## src/rtl/cdi_pkg.sv

```systemverilog
package cdi_pkg;

  function automatic int unsigned branch_depth(int unsigned n, int unsigned step, int unsigned j);
    return (n - 1 - j) * step;
  endfunction

  function automatic int unsigned idx_width(int unsigned count);
    return (count > 1) ? $clog2(count) : 1;
  endfunction

endpackage

```

## src/rtl/cdi_commutator.sv

```systemverilog
module cdi_commutator #(
  parameter int unsigned NUM_BR = 4,
  parameter int unsigned SEL_W  = cdi_pkg::idx_width(NUM_BR)
) (
  input  logic             clk_i,
  input  logic             rst_ni,
  input  logic             adv_i,
  output logic [SEL_W-1:0] sel_o
);

  localparam logic [SEL_W-1:0] LAST = SEL_W'(NUM_BR - 1);

  always_ff @(posedge clk_i or negedge rst_ni) begin
    if (!rst_ni)    sel_o <= '0;
    else if (adv_i) sel_o <= (sel_o == LAST) ? '0 : sel_o + 1'b1;
  end

  AST_SEL_RANGE: assert property (@(posedge clk_i) disable iff (!rst_ni)
    sel_o <= LAST);
  AST_SEL_WRAP: assert property (@(posedge clk_i) disable iff (!rst_ni)
    (adv_i && sel_o == LAST) |=> (sel_o == '0));
  AST_SEL_HOLD: assert property (@(posedge clk_i) disable iff (!rst_ni)
    !adv_i |=> $stable(sel_o));

endmodule

```

## src/rtl/cdi_branch.sv

```systemverilog
module cdi_branch #(
  parameter int unsigned       SYM_W = 16,
  parameter int unsigned       DEPTH = 2,
  parameter logic [SYM_W-1:0]  INIT  = '0
) (
  input  logic             clk_i,
  input  logic             rst_ni,
  input  logic             en_i,
  input  logic [SYM_W-1:0] din_i,
  output logic [SYM_W-1:0] dout_o
);

  localparam int unsigned PW = cdi_pkg::idx_width(DEPTH);
  localparam logic [PW-1:0] PTR_LAST = PW'(DEPTH - 1);

  logic [SYM_W-1:0] mem [DEPTH];
  logic [PW-1:0]    ptr;

  // read-before-write circular line: oldest entry sits at ptr
  always_ff @(posedge clk_i or negedge rst_ni) begin
    if (!rst_ni) begin
      ptr <= '0;
      for (int i = 0; i < int'(DEPTH); i++) mem[i] <= INIT;
    end else if (en_i) begin
      mem[ptr] <= din_i;
      ptr      <= (ptr == PTR_LAST) ? '0 : ptr + 1'b1;
    end
  end

  assign dout_o = mem[ptr];

  AST_PTR_RANGE: assert property (@(posedge clk_i) disable iff (!rst_ni)
    ptr <= PTR_LAST);
  AST_PTR_HOLD: assert property (@(posedge clk_i) disable iff (!rst_ni)
    !en_i |=> $stable(ptr));
  AST_HEAD_HOLD: assert property (@(posedge clk_i) disable iff (!rst_ni)
    !en_i |=> $stable(dout_o));

endmodule

```

## src/rtl/cdi_deinterleaver.sv

```systemverilog
module cdi_deinterleaver #(
  parameter int unsigned               NUM_BR      = 4,
  parameter int unsigned               STEP        = 2,
  parameter int unsigned               DATA_W      = 8,
  parameter bit                        USE_SCALAR  = 1'b0,
  parameter logic [2*DATA_W-1:0]       INIT_SCALAR = '0,
  parameter logic [NUM_BR*2*DATA_W-1:0] INIT_VEC   = '0
) (
  input  logic              clk_i,
  input  logic              rst_ni,
  input  logic              din_vld_i,
  input  logic [DATA_W-1:0] din_re_i,
  input  logic [DATA_W-1:0] din_im_i,
  output logic              dout_vld_o,
  output logic [DATA_W-1:0] dout_re_o,
  output logic [DATA_W-1:0] dout_im_o
);

  localparam int unsigned SYM_W = 2 * DATA_W;
  localparam int unsigned SEL_W = cdi_pkg::idx_width(NUM_BR);

  logic [SYM_W-1:0] din_sym;
  logic [SEL_W-1:0] sel;
  logic [SYM_W-1:0] rd [NUM_BR];

  assign din_sym = {din_re_i, din_im_i};

  cdi_commutator #(.NUM_BR(NUM_BR), .SEL_W(SEL_W)) u_comm (
    .clk_i (clk_i),
    .rst_ni(rst_ni),
    .adv_i (din_vld_i),
    .sel_o (sel)
  );

  for (genvar j = 0; j < int'(NUM_BR); j++) begin : gen_br
    localparam int unsigned DEPTH = cdi_pkg::branch_depth(NUM_BR, STEP, j);
    if (DEPTH == 0) begin : g_pass
      assign rd[j] = din_sym;
    end else begin : g_line
      localparam logic [SYM_W-1:0] INIT_J =
        USE_SCALAR ? INIT_SCALAR : INIT_VEC[j*SYM_W +: SYM_W];
      logic en;
      assign en = din_vld_i && (sel == SEL_W'(j));
      cdi_branch #(.SYM_W(SYM_W), .DEPTH(DEPTH), .INIT(INIT_J)) u_line (
        .clk_i (clk_i),
        .rst_ni(rst_ni),
        .en_i  (en),
        .din_i (din_sym),
        .dout_o(rd[j])
      );
    end
  end

  always_ff @(posedge clk_i or negedge rst_ni) begin
    if (!rst_ni) begin
      dout_vld_o <= 1'b0;
      dout_re_o  <= '0;
      dout_im_o  <= '0;
    end else begin
      dout_vld_o <= din_vld_i;
      if (din_vld_i) {dout_re_o, dout_im_o} <= rd[sel];
    end
  end

  AST_OUT_RATE: assert property (@(posedge clk_i) disable iff (!rst_ni)
    din_vld_i |=> dout_vld_o);
  AST_NO_SPURIOUS: assert property (@(posedge clk_i) disable iff (!rst_ni)
    !din_vld_i |=> !dout_vld_o);
  AST_LAST_PASS: assert property (@(posedge clk_i) disable iff (!rst_ni)
    (din_vld_i && sel == SEL_W'(NUM_BR - 1)) |=> ({dout_re_o, dout_im_o} == $past(din_sym)));
  AST_OUT_HOLD: assert property (@(posedge clk_i) disable iff (!rst_ni)
    !din_vld_i |=> ($stable(dout_re_o) && $stable(dout_im_o)));

endmodule

```

## config.mk

```make
export PLATFORM = sky130hd
export DESIGN_NAME = cdi_deinterleaver
export DESIGN_NICKNAME = d
export VERILOG_FILES = /design/src/rtl/cdi_pkg.sv /design/src/rtl/cdi_commutator.sv /design/src/rtl/cdi_branch.sv /design/src/rtl/cdi_deinterleaver.sv
export SDC_FILE = /design/constraint.sdc
export NUM_CORES = 1
export LEC_CHECK = 0
export BUFFER_PORTS_ARGS = -buffer_cell sky130_fd_sc_hd__buf_2
export CAP_MARGIN = 5
export CORE_ASPECT_RATIO = 0.75
export CORE_MARGIN = 8
export CORE_UTILIZATION = 32
export CTS_CLUSTER_SIZE = 20
export DETAILED_ROUTE_END_ITERATION = 16
export PLACE_DENSITY_LB_ADDON = 0.15
export SLEW_MARGIN = 20
export SYNTH_ARGS = -nofsm -noshare
export SYNTH_HDL_FRONTEND = slang
export SYNTH_SLANG_ARGS = --single-unit
```

## constraint.sdc

```tcl
create_clock -name clk_i -period 3.3 [get_ports clk_i]
set_input_delay 0.165 -clock clk_i [delete_from_list [all_inputs] [get_ports clk_i]]
set_output_delay 0.165 -clock clk_i [all_outputs]
set_load 0.02 [all_outputs]
```

Word-level counts from Yosys, hierarchy flattened
Cells that the tools add are included.
{"block": "op_classes", "bitwise": 4, "n_lt_le_gt_ge": 7, "eq_ne": 5, "n_reduce_logical": 7, "mux": 25, "add_sub_neg": 4}
{"cell": "$mux 16", "count": 12}
{"cell": "$bwmux 96", "count": 1}
{"cell": "$bmux 16 s2", "count": 2}
{"cell": "$bwmux 64", "count": 1}
{"cell": "$bmux 16 s3", "count": 1}
{"cell": "$demux 16 s3", "count": 1}
{"cell": "$bwmux 32", "count": 1}
{"cell": "$demux 16 s2", "count": 1}
{"cell": "$demux 16 s1", "count": 1}
{"cell": "$eq 2x2->1 const B", "count": 3}
{"cell": "$ge 3x3->1 const B", "count": 2}
{"cell": "$logic_and 1x1->1", "count": 6}
{"cell": "$not 2->3", "count": 2}
{"cell": "$add 2x1->2 const B", "count": 2}
{"cell": "$ge 4x4->1 const B", "count": 1}
{"cell": "$lt 4x1->1 const B", "count": 1}
{"cell": "$mux 2", "count": 2}
{"cell": "$not 3->4", "count": 1}
{"cell": "$add 3x1->3 const B", "count": 1}
{"cell": "$eq 3x3->1 const B", "count": 1}
{"cell": "$lt 3x1->1 const B", "count": 1}
{"cell": "$mux 3", "count": 1}
{"cell": "$eq 2x1->1 const B", "count": 1}
{"cell": "$ge 2x2->1 const B", "count": 1}
{"cell": "other kinds (5)", "count": 5}
{"block": "totals", "register_bits": 217, "elab_cells": 71, "output_inout_bits": 17, "inputBits": 19}

Depth between registers and ports, before layout
Gate-level depths: netlist (run 1).
{"block": "logic_depth", "word_depth": 7, "depth_mapped": 9, "depth_no_buf": 6}

By module
From an unflattened synthesis (run 1), not the netlist that was laid out.
{"block": "unflattened", "cells_unflattened": 670, "hier_area_um2": 10431.3}
{"module": "cdi_branch at gen_br[0].g_line.u_line", "area_per_inst_um2": 4584.4, "cells_per_inst": 310, "seq_area_each_um2": 2477.4, "n_inst": 1}
{"module": "cdi_branch at gen_br[1].g_line.u_line", "area_per_inst_um2": 3131.8, "cells_per_inst": 169, "seq_area_each_um2": 1651.6, "n_inst": 1}
{"module": "cdi_branch at gen_br[2].g_line.u_line", "area_per_inst_um2": 1496.4, "cells_per_inst": 89, "seq_area_each_um2": 825.8, "n_inst": 1}
{"module": "cdi_deinterleaver", "area_per_inst_um2": 1129.8, "cells_per_inst": 96, "seq_area_each_um2": 425.4, "n_inst": 1}
{"module": "cdi_commutator", "area_per_inst_um2": 88.8, "cells_per_inst": 6, "seq_area_each_um2": 50.0, "n_inst": 1}

Least setup slack after synthesis (run 1)
No wires, ideal clock.
{"block": "synth_timing", "path_type": "reg-to-reg", "start": "reg u_comm.sel_o[0]", "end": "reg gen_br[0].g_line.u_line.mem[85] in the netlist's numbering", "required_ns": 3.172, "synth_period_minus_slack_ns": 2.200, "path_stages_with_launch": 10, "setup_ns": 0.128, "arrival_time_ns": 2.072, "path_slack_ns": 1.100, "path_buffers": 3, "cell_sequence": "dfrtp_1 > inv_1 > clkbuf_1 > ha_1 > nand2_1 > or2_1 > buf_6 > nor2_8 > buf_6 > mux2_1"}
{"block": "synth_between", "elab_chain_len": 2}
{"item": "start: declaration", "line_no": "cdi_commutator.sv:8", "source": "output logic [SEL_W-1:0] sel_o"}
{"item": "start signal: assignment", "line_no": "cdi_commutator.sv:15", "source": "else if (adv_i) sel_o <= (sel_o == LAST) ? '0 : sel_o + 1'b1;"}
{"item": "$logic_not 2->1", "line_no": "cdi_deinterleaver.sv:43", "source": "assign en = din_vld_i && (sel == SEL_W'(j));"}
{"item": "$logic_and 1x1->1", "line_no": "cdi_deinterleaver.sv:43"}
{"item": "end signal: indexed assignment", "line_no": "cdi_branch.sv:25", "source": "mem[ptr] <= din_i;"}
{"item": "end: declaration", "line_no": "cdi_branch.sv:16", "source": "logic [SYM_W-1:0] mem [DEPTH];"}
Every way passes these cells.
A chain may end at the register's enable or synchronous reset.

Worst setup path after layout (run 1)
{"block": "layout_timing", "start": "reg u_comm.sel_o[0]", "end": "reg gen_br[0].g_line.u_line.mem[48] in the netlist's numbering"}
Same word-level chain as after synthesis.

==> summary.md, run 1 <==
| Metric | Value |
|---|---|
| Xor and xnor area share after synthesis | 0% |
| Drt drc | 0 |
| Buf/Inv on CP | 1 |
| Main combinational cell family by area after synthesis | multiplexers |
| Syn Nets | about 790 |
| Fmax achieved | about 430 MHz |
| GRT overflow | 0 |
| Simple-Gate Fraction of Synth Area | 3.97% |
| Avg Cell Area, Syn | about 13 µm² |
| Synth area leader | dfrtp_1 |
| Vias | about 6100 |
| Starting Density | approximately a third |
| Clock Path Buffers | 3 |
| DRT iter0 DRCs | 388 |
| LEAKAGE | 5.18 nW |
| Critical path's top delay family | simple AND/OR/NAND/NOR gates |
| First-pass GRT wire length | slightly below 40 mm |
| I/O pin count | 36 |
| Post-route cell area | about 11000 µm² |
| DRT Pass-1 Iters | 4 |
| Final Non-Filler Cells | 1202 |
| Main synth FF type | dfrtp_1 |
| Kind of path behind the tightest hold check | input pin to register |
| Yosys reg bits | 217 |
| Post-route ant nets | 0 |
| RSZ-0062 raised after global routing | no |
| Clock latency on the worst-skew pair | 520 ps |
| Cell count after synthesis | 764 |
| Critical Path Sink Type | register |
| Area after DPL | approximately 11000 µm² |
| Synthesized area | 10100 µm² |
| CTS buffer count | 23 |
| Die Y-Extent | about 170 µm |
| Setup_tns | 0 ps |
| Largest net degree at the start of global routing | between 100 and 150 |
| Vias/cell | ~5.1 |
| Register area share after synthesis | 53.9% |
| Maximum vdd ir drop | about 310 µV |
| Arrival @ worst endpoint | between 2000 and 3000 ps |
| WL per Instance | 20.2 µm |
| Initial antenna violation count | 0 |
| Port Buf Inserts | 35 |
| H-tree depth | 1 |
| Synth async-reset ratio | 100% |
| Worst setup margin | between 900 and 1000 ps |
| Overall die width | 221 µm |
| Root buf cell | clkbuf_16 |
| Max stage delay cell, worst path | or2_1 |
| Number of flops mapped to enable cells by yosys | 0 |
| Critical path class | register to register |
| P&R area growth vs syn | 13.5% |
| Most common cell after layout, fill and taps aside | dfrtp_1 |
| Status | complete, no violations |
| RePlAce Congestion | slightly below 0.8 |
| Number of global-route vias before repair | about 6600 |
| Setup-failing EPs final | 0 |
| Total power | roughly 11 mW |
| Post-synth cell types | 31 |
| Max-slew violation count | 0 |
| Fin util | between 30% and 40% |
| Commonest cells after routing, fill and taps aside | dfrtp_1, mux2_2, mux2i_1 |
| Area share of fa/ha/maj cells after synthesis | less than 1% |
| P per Cell Area | between 900 and 1000 nW/µm² |
| Filler cells | approximately 3000 |
| Multi-input logic area | roughly 4200 µm² |
| Register area | around 5400 µm² |
| Final Hold Vio Count | 0 |
| Core Area | roughly 31000 µm² |
| Synth top area share | 53.9% |
| Worst Path Required | 3700 ps |
| Synth area leaders | dfrtp_1, mux2_2, mux2i_1 |
| Hpwl dp | ~16 mm |
| Worst Skew | between 10 and 15 ps |
| Worst hold slack | roughly 63 ps |
| DP Cell Count | 1158 |
| Rel. slew slack | about two fifths |
| Worst-Margin Slew | a little over 900 ps |
| Layout cells sized above 1 | between 30% and 40% |
| GR Util All Layers | a little over an eighth |
| ANT cells | 0 |
| Critical path, cell by cell | inv_1 -> ha_1 -> nand2_1 -> or2_1 -> nor2_8 -> mux2_2 |
| Min Tclk post-route | between 2000 and 2500 ps |
| Yosys Warn Count | 0 |
| Die ar. | 37500 µm² |
| Max stage delay on crit path | between 400 and 500 ps |
| Max-Cap Viols | 0 |
| Placement-stage worst setup slack | 948 ps |
| Post-Route WL | ~24 mm |
| Final #Nets | 807 |
| Fin crit share | a little over two thirds |
| Site Rows | between 50 and 60 |
| Worst-path clk slew | ~60 ps |
| Multiplexer share of the synthesized area | 31.1% |
| Post-cts sizing count | 0 |
| Largest fanout on the critical path | 16 |
| CTS tree | built |
| Compound-Gate Fraction of Synth Area | 6.07% |
| Critical Path Start Type | register |
| CTS Sinks | between 200 and 250 |
## Yosys cell counts (18+ instances only)
cell type,n
mux2_1,20
mux2_2,173
clkbuf_1,35
inv_1,19
o21ai_0,18
buf_2,21
nand2_1,40
mux2i_1,96
dfrtp_1,217
## final timing paths
| check | from | end | slack (ps) | cells past startpoint |
|---|---|---|---|---|
| setup / recovery | u_comm.sel_o[0]$_DFFE_PN0P_ | gen_br[0].g_line.u_line.mem[48]$_DFFE_PN0P_ | 960 | 6 |
| hold / removal | din_im_i[6] | gen_br[0].g_line.u_line.mem[86]$_DFFE_PN0P_ | 60 | 2 |
| setup reg to reg | u_comm.sel_o[0]$_DFFE_PN0P_ | gen_br[0].g_line.u_line.mem[48]$_DFFE_PN0P_ | 960 | 6 |
| hold reg to reg | gen_br[0].g_line.u_line.mem[86]$_DFFE_PN0P_ | gen_br[0].g_line.u_line.mem[86]$_DFFE_PN0P_ | 490 | 1 |
| max in group asynchronous | rst_ni | gen_br[1].g_line.u_line.mem[24]$_DFFE_PN0P_ | 2440 | 3 |
| min in group asynchronous | rst_ni | gen_br[1].g_line.u_line.mem[2]$_DFFE_PN0P_ | 100 | 2 |
## what timing repair did
item / CTS / global route
endpoints found under the hold margin: 119 / 0
buffers inserted: 0 / 0
hold buffers: 2 / 0
## metal layers
layer  global-route usage, %  routed length (µm)
met5                       0                   0
met4                    3.13                 461
met3                    2.61                 773
met2                    20.4               10700
met1                    18.3               12400
## flip-flops by register name (all words and copies together), names as in the netlist
| name | cells |
|---|---|
| u_comm.sel_o | 2 |
| gen_br.g_line.u_line.mem | 192 |
| dout_re_o | 8 |
| dout_im_o | 8 |
| gen_br.g_line.u_line.ptr | 6 |
| dout_vld_o | 1 |
## where the power goes
group / total [mW] / leakage, nW / switching (mW) / internal, mW
clock network: 2.64 / 0.387 / 1.06 / 1.58
logic: 3.95 / 2.10 / 2.02 / 1.94
registers: 4.57 / 2.70 / 0.694 / 3.87
## cells by family (layout without fill, tap and decap cells)
group	Yosys count	in the layout
buffers and inverters	86	118
and+or+nand+nor	79	79
DFF	217	217
adders and majority gates	8	8
AOI/OAI and AO/OA	85	85
muxes	289	289
## area by class of cell
| class | instances | area share (%) |
|---|---|---|
| clock buffers | 37 | 6.36 |
| clock inverters | 4 | 0.426 |
| inverters | 19 | 0.623 |
| multi-input cells | 461 | 37.1 |
| flip-flops and latches | 217 | 47.5 |
| well taps | 406 | 4.44 |
| repair buffers | 58 | 3.55 |
Note: power is estimated with default switching activity, not from simulation.
==> run 2: changes to the inputs <==
--- a/config.mk
+++ b/config.mk
@@ -5,6 +5,7 @@
 export SDC_FILE = /design/constraint.sdc
 export NUM_CORES = 1
 export LEC_CHECK = 0
+export ABC_AREA = 1
 export BUFFER_PORTS_ARGS = -buffer_cell sky130_fd_sc_hd__buf_2
 export CAP_MARGIN = 5
 export CORE_ASPECT_RATIO = 0.75
==> constraint.sdc (replaced) <==
create_clock -name clk_i -period 2.1 [get_ports clk_i]
set_input_delay 0.105 -clock clk_i [delete_from_list [all_inputs] [get_ports clk_i]]
set_output_delay 0.105 -clock clk_i [all_outputs]
set_load 0.02 [all_outputs]
==> run 2 against run 1 <==
  * Worst hold slack worse by 41 ps
  * Die area is 2.1% higher
  * Fmax is 29% higher
  * Clock skew is 15 ps higher
  * Routed wire length is 29% higher
  * Clock-buffer cell count is 9 lower
  * Combinational power is 90% higher
  * First-iteration DRC count is 55% higher
  * Non-clock buffer count is 40 higher
  * Via count is 39% higher
  * Synthesized cell count is 75% higher
  * Cell area is 4.8% higher
==> summary.md, run 2 <==
| Metric | Value |
|---|---|
| Status | complete, no violations |
| Worst Skew | roughly 25 ps |
| First-pass GRT wire length | roughly 50 mm |
| Synth top area share | roughly 53% |
| Max stage delay cell, worst path | dfrtp_2 |
| Post-route ant nets | 0 |
| Vias/cell | approximately 4.7 |
| Synthesized area | between 10000 and 15000 µm² |
| Clk pwr share | ~23% |
| I/O pin count | 36 |
| Critical Path Sink Type | register |
| Worst-path clk slew | 70 ps |
| LEAKAGE | roughly 6.0 nW |
| Fin crit share | 86.0% |
| Maximum vdd ir drop | between 600 and 700 µV |
| Die Y-Extent | roughly 170 µm |
| Largest fanout on the critical path | 13 |
| ANT cells | 0 |
| Port Buf Inserts | 35 |
| H-tree depth | 1 |
| Post-Route WL | 31.4 mm |
| Synth area leader | dfrtp_1 |
| Worst setup margin | between 200 and 300 ps |
| Worst Path Required | approximately 2600 ps |
| Register area share after synthesis | a little over half |
| Critical Path Start Type | register |
| Worst reg-to-reg path cell count | 10 |
| GR Util All Layers | 16.6% |
| Max-Cap Viols | 0 |
| Comb power frac | 39.3% |
| Critical path class | register to register |
| Hpwl dp | roughly 21 mm |
| DRT iter0 DRCs | 600 |
| Synth async-reset ratio | 100% |
| Critical path, cell by cell | inv_1 -> buf_4 -> nand2_1 -> nand2_1 -> nand3_1 -> nand2_1 -> nor2_1 -> nor2_1 -> nor2_1 -> nor2_1 |
| Layout cells sized above 1 | around 11% |
| Net Sw Frac | 40.5% |
| Root buf cell | clkbuf_16 |
| Post-cts sizing count | 0 |
| Max-slew violation count | 0 |
| Vias | roughly 8400 |
| Die ar. | about 38000 µm² |
| Final #Nets | between 1000 and 1500 |
| Number of flops mapped to enable cells by yosys | 0 |
| RR Startpoint | gen_br[0].g_line.u_line.ptr[0]$_DFFE_PN0P_ |
| Buf/Inv on CP | 2 |
| Largest net degree at the start of global routing | 67 |
| NetSw | ~7.7 mW |
| Biggest register | gen_br.g_line.u_line.mem |
| Most common cell after layout, fill and taps aside | nand2_1 |
| Final Hold Vio Count | 0 |
| Clock latency on the worst-skew pair | 550 ps |
| Top-count cell post-synth | nand2_1 |
| Hold-fix buffers, CTS | 10 |
| Arrival @ worst endpoint | ~2300 ps |
| Commonest cells after routing, fill and taps aside | nand2_1, dfrtp_1, o21ai_0 |
| Initial antenna violation count | 1 |
| Syn Nets | 1367 |
| RePlAce Congestion | slightly below 0.8 |
| Number of global-route vias before repair | approximately 8000 |
| Reg2reg end | dout_im_o[2]$_DFFE_PN0P_ |
| Cell mode on critical path | nor2_1 |
| Clock Path Buffers | 3 |
| Post-synth cell types | 22 |
| Worst R2R Setup Slack | 290 ps |
| Sequential power share | about 38% |
| P per Cell Area | roughly 1600 nW/µm² |
| CTS tree | built |
| Rel. slew slack | 59.0% |
| Main synth FF type | dfrtp_1 |
| Max stage delay on crit path | 500 ps |
| Setup repair bufs after CTS | 0 |
| Kind of path behind the tightest hold check | input pin to register |
| CTS Sinks | roughly 220 |
| Critical path's top delay family | simple AND/OR/NAND/NOR gates |
| Core Area | around 32000 µm² |
| Site Rows | 57 |
| Setup-failing EPs final | 0 |
| Yosys Warn Count | 0 |
| WL per Instance | between 15 and 20 µm |
| Placement-stage worst setup slack | roughly 330 ps |
| P_int | 11.3 mW |
| Overall die width | roughly 220 µm |
| Top post-synthesis cells by count | nand2_1, dfrtp_1, o21ai_0 |
| WHS Path Cells | 5 |
| Fmax achieved | ~550 MHz |
| Setup_tns | 0 ps |
| Yosys reg bits | 217 |
| Avg Cell Area, Syn | 7.70 µm² |
| Synth area leaders | dfrtp_1, nand2_1, o21ai_0 |
| Min Tclk post-route | around 1800 ps |
| Largest registers | gen_br.g_line.u_line.mem: 192 flops, dout_im_o: 8 flops, dout_re_o: 8 flops |
| Cell count after synthesis | 1340 |
| GRT overflow | 0 |
| Hold Crit Endpoint | dout_im_o[5]$_DFFE_PN0P_ |
| P&R area growth vs syn | 16.3% |
| Largest register FFs | about 190 |
| Hold path start | din_im_i[5] |
| Drt drc | 0 |
| CTS buffer count | 24 |
| Starting Density | about a third |
| DRT Pass-1 Iters | 5 |
| Worst-Margin Slew | 615 ps |
| RSZ-0062 raised after global routing | no |
-- run 2: routing by layer --
metal	part of all wire, %	vias up	routed length, µm	global-route usage, %
li1	-	4262	-	-
met5	0	-	0	0
met1	55	3993	17200	26.5
met2	39	143	12300	22.7
met3	4.1	43	1270	2.79
met4	2.0	0	629	3.89
-- run 2: power groups by stage --
stage	Clock (mW)	Sequential [mW]	Combinational, mW
floorplan	0	7.08	5.10
global placement	0	7.20	7.47
detailed placement	0	7.20	7.55
CTS	4.53	7.16	7.58
global route	4.70	7.39	8.64
finish	4.41	7.16	7.49
-- run 2: cell families after synthesis --
logic type | count (synthesis) | synth area share [%]
adders and majority gates | 8 | 0.970
and+or+nand+nor | 683 | 27.1
AOI/OAI and AO/OA | 216 | 10.9
DFF | 217 | 52.6
xor gates and xnor gates | 1 | 0.0849
buffers and inverters | 215 | 8.37
-- run 2: layout make-up --
| type | count | area [µm²] |
|---|---|---|
| multi-input combinational | 908 | 4020 |
| inverter | 120 | 450 |
| tap | 413 | 517 |
| clock inverter | 16 | 178 |
| fill | 3377 | 20100 |
| clock buffer | 28 | 636 |
| timing repair buffer | 98 | 758 |
| sequential | 217 | 5430 |
-- run 2: worst max-delay path by stage --
stage | start | endpoint | cells past startpoint
after floorplan | u_comm.sel_o[1]$_DFFE_PN0P_ | gen_br[0].g_line.u_line.mem[47]$_DFFE_PN0P_ | 10
after global placement | u_comm.sel_o[0]$_DFFE_PN0P_ | dout_re_o[2]$_DFFE_PN0P_ | 7
after detailed placement | u_comm.sel_o[0]$_DFFE_PN0P_ | dout_re_o[2]$_DFFE_PN0P_ | 7
after CTS | gen_br[1].g_line.u_line.ptr[1]$_DFFE_PN0P_ | gen_br[1].g_line.u_line.mem[53]$_DFFE_PN0P_ | 5
after global routing | gen_br[1].g_line.u_line.ptr[1]$_DFFE_PN0P_ | gen_br[1].g_line.u_line.mem[56]$_DFFE_PN0P_ | 6
final | gen_br[0].g_line.u_line.ptr[0]$_DFFE_PN0P_ | dout_im_o[2]$_DFFE_PN0P_ | 10
-- run 2: worst register-to-register path, delay by kind of cell (launching register included) --
family	cells	cell delay, ps
buffers and inverters	2	340
flip-flops	1	500
AND/OR/NAND/NOR	8	900
-- run 2: through the flow --
step / instances / total power, mW / util, % / area (µm²) / hold WS, ps
after floorplan: 1340 / 12.2 / - / 10300 / -191
after global placement: 1746 / 14.7 / 34.5 / 11100 / 126
after detailed placement: 1746 / 14.8 / 34.5 / 11100 / 117
after CTS: 1800 / 19.3 / 37.4 / 12000 / 7.10
after global routing: 1800 / 20.7 / 37.4 / 12000 / 43.5
final: 1800 / 19.1 / 37.4 / 12000 / 22.3
==> run 3: changes to the inputs <==
--- a/config.mk
+++ b/config.mk
@@ -10,7 +10,7 @@
 export CAP_MARGIN = 5
 export CORE_ASPECT_RATIO = 0.75
 export CORE_MARGIN = 8
-export CORE_UTILIZATION = 32
+export CORE_UTILIZATION = 40
 export CTS_CLUSTER_SIZE = 20
 export DETAILED_ROUTE_END_ITERATION = 16
 export PLACE_DENSITY_LB_ADDON = 0.15
==> run 3 against run 2 <==
  * Non-clock buffer count decreased by 4
  * Combinational power decreased by 2%
  * Critical path depth decreased by 3
  * Critical path type unchanged
  * Largest power group unchanged
==> summary.md, run 3 (same netlist as run 2, synthesis figures left out) <==
| Metric | Value |
|---|---|
| Status | complete, no violations |
| Clock latency on the worst-skew pair | 530 ps |
| Most common cell after layout, fill and taps aside | nand2_1 |
| Multi-input logic area | just over 4000 µm² |
| Worst setup margin | roughly 250 ps |
| Core Area | between 20000 and 30000 µm² |
| Final Hold Vio Count | 0 |
| Hpwl dp | between 15 and 20 mm |
| I/O pin count | 36 |
| Initial antenna violation count | 0 |
| Critical Path Sink Type | register |
| LEAKAGE | approximately 6.0 nW |
| CTS tree | built |
| Fmax achieved | 542 MHz |
| Final #Nets | 1392 |
| Sequential power share | a little under two fifths |
| Max-slew violation count | 0 |
| Worst Skew | about 24 ps |
| Port Buf Inserts | 35 |
| H-tree depth | 1 |
| RePlAce Congestion | between 0.8 and 0.9 |
| Die Y-Extent | 155 µm |
| Setup-failing EPs final | 0 |
| CTS buffer count | 24 |
| Max-Cap Viols | 0 |
| Largest fanout on the critical path | 50 |
| Layout cells sized above 1 | 10.8% |
| Starting Density | between 40 and 50% |
| Critical path class | register to register |
| Kind of path behind the tightest hold check | input pin to register |
| Clk pwr share | between 20% and 30% |
| Worst Path Required | ~2500 ps |
| WL per Instance | around 17 µm |
| Root buf cell | clkbuf_16 |
| Fin crit share | around 88% |
| Post-cts sizing count | 0 |
| Post-route ant nets | 0 |
| Clock Path Buffers | 3 |
| Post-Route WL | 28.6 mm |
| NetSw | approximately 7.4 mW |
| Site Rows | between 50 and 60 |
| Commonest cells after routing, fill and taps aside | nand2_1, dfrtp_1, o21ai_0 |
| First-pass GRT wire length | about 47 mm |
| Maximum vdd ir drop | between 800 and 900 µV |
| Worst hold slack | 10.3 ps |
| Buf/Inv on CP | 3 |
| Cell mode on critical path | buf_4 |
| Biggest register | gen_br.g_line.u_line.mem |
| Filler cells | approximately 2600 |
| DP Cell Count | between 1500 and 2000 |
| Comb power frac | around 39% |
| Die ar. | roughly 31000 µm² |
| P_int | ~11 mW |
| Largest register FFs | roughly 190 |
| GRT overflow | 0 |
| DRT iter0 DRCs | approximately 780 |
| RSZ-0062 raised after global routing | no |
| Vias/cell | between 4 and 5 |
| Worst-path clk slew | 60 ps |
| P per Cell Area | between 1500 and 2000 nW/µm² |
| Critical Path Start Type | register |
| Number of global-route vias before repair | ~8000 |
| Final Non-Filler Cells | approximately 1700 |
| Worst-Margin Slew | approximately 580 ps |
| Max stage delay cell, worst path | buf_4 |
| Largest registers | gen_br.g_line.u_line.mem: 192 flops, dout_im_o: 8 flops, dout_re_o: 8 flops |
| GR Util All Layers | 18.5% |
| ANT cells | 0 |
| Setup_tns | 0 ps |
| Net Sw Frac | roughly 39% |
| Largest net degree at the start of global routing | a little under 60 |
| Placement-stage worst setup slack | 262 ps |
| DRT Pass-1 Iters | 5 |
| Overall die width | roughly 200 µm |
| Max stage delay on crit path | 470 ps |
| Rel. slew slack | 61.5% |
| CTS Sinks | 217 |
| P&R area growth vs syn | 14.8% |
| Min Tclk post-route | ~1800 ps |
| Register area | 5430 µm² |
| Vias | between 8000 and 9000 |
| Critical path's top delay family | buffers and inverters |
| Drt drc | 0 |
| Arrival @ worst endpoint | between 2000 and 2500 ps |
| Critical path, cell by cell | inv_2 -> buf_4 -> ha_1 -> nand3_1 -> buf_4 -> nand2_1 -> o21ai_0 |
[run 3: cell count changes in the layout (fill, tap and decap cells not counted), sizes merged]
cell / previous run / this run
clkinvlp: 2 / 0
clkinv: 13 / 6
dlygate4sd3: 10 / 6
clkbuf: 28 / 36
[run 3: final timing paths]
check,startpoint,end,slack (ps),cells after the start
max in group asynchronous,rst_ni,gen_br[1].g_line.u_line.mem[52]$_DFFE_PN0P_,1220,3
min reg2reg,gen_br[0].g_line.u_line.mem[81]$_DFFE_PN0P_,gen_br[0].g_line.u_line.mem[81]$_DFFE_PN0P_,480,2
min in group asynchronous,rst_ni,gen_br[0].g_line.u_line.mem[57]$_DFFE_PN0P_,130,2
min,din_im_i[3],dout_im_o[3]$_DFFE_PN0P_,10,5
max,u_comm.sel_o[0]$_DFFE_PN0P_,gen_br[2].g_line.u_line.mem[27]$_DFFE_PN0P_,250,7
max reg2reg,u_comm.sel_o[0]$_DFFE_PN0P_,gen_br[2].g_line.u_line.mem[27]$_DFFE_PN0P_,250,7
[run 3: layout make-up]
| class | count | share of cell area (%) |
|---|---|---|
| sequential | 217 | 45.9 |
| tap | 344 | 3.63 |
| multi-input combinational | 908 | 33.9 |
| clock inverter | 7 | 1.06 |
| inverter | 120 | 3.80 |
| timing repair buffer | 94 | 5.75 |
| clock buffer | 36 | 5.96 |
[run 3: power by group through the flow]
stage	registers (mW)	logic [mW]	clock network (mW)
floorplan	7.08	5.10	0
global placement	7.15	7.21	0
detailed placement	7.16	7.33	0
CTS	7.12	7.35	4.54
global route	7.37	8.44	4.69
finish	7.12	7.31	4.43
[run 3: per-stage QoR]
stage                     util [%]  area, µm²  total power [mW]
after floorplan                  -      10300              12.2
after global placement        42.7      11000              14.4
after detailed placement      42.7      11000              14.5
after CTS                     46.2      11800              19.0
after global routing          46.2      11800              20.5
final                         46.2      11800              18.9
[run 3: routing by layer]
layer  routed length, µm  vias up  GRT usage (%)
met5                   0        -              0
met4                 414        0           3.23
met3                1430       32           2.31
li1                    -     4250              -
met1               15400     3988           30.0
met2               11400      215           26.0
[run 3: tightest hold or removal path: stages]
cell	delay [ps]
buf_2	90
o211ai_1	90
nand2_1	90
nor2_1	50
nor2_1	70
[run 3: repair_timing]
item                       CTS  global route
buffers inserted             0             0
setup endpoints to repair    0             0
hold endpoints to repair   172             0
hold buffers                 6             0
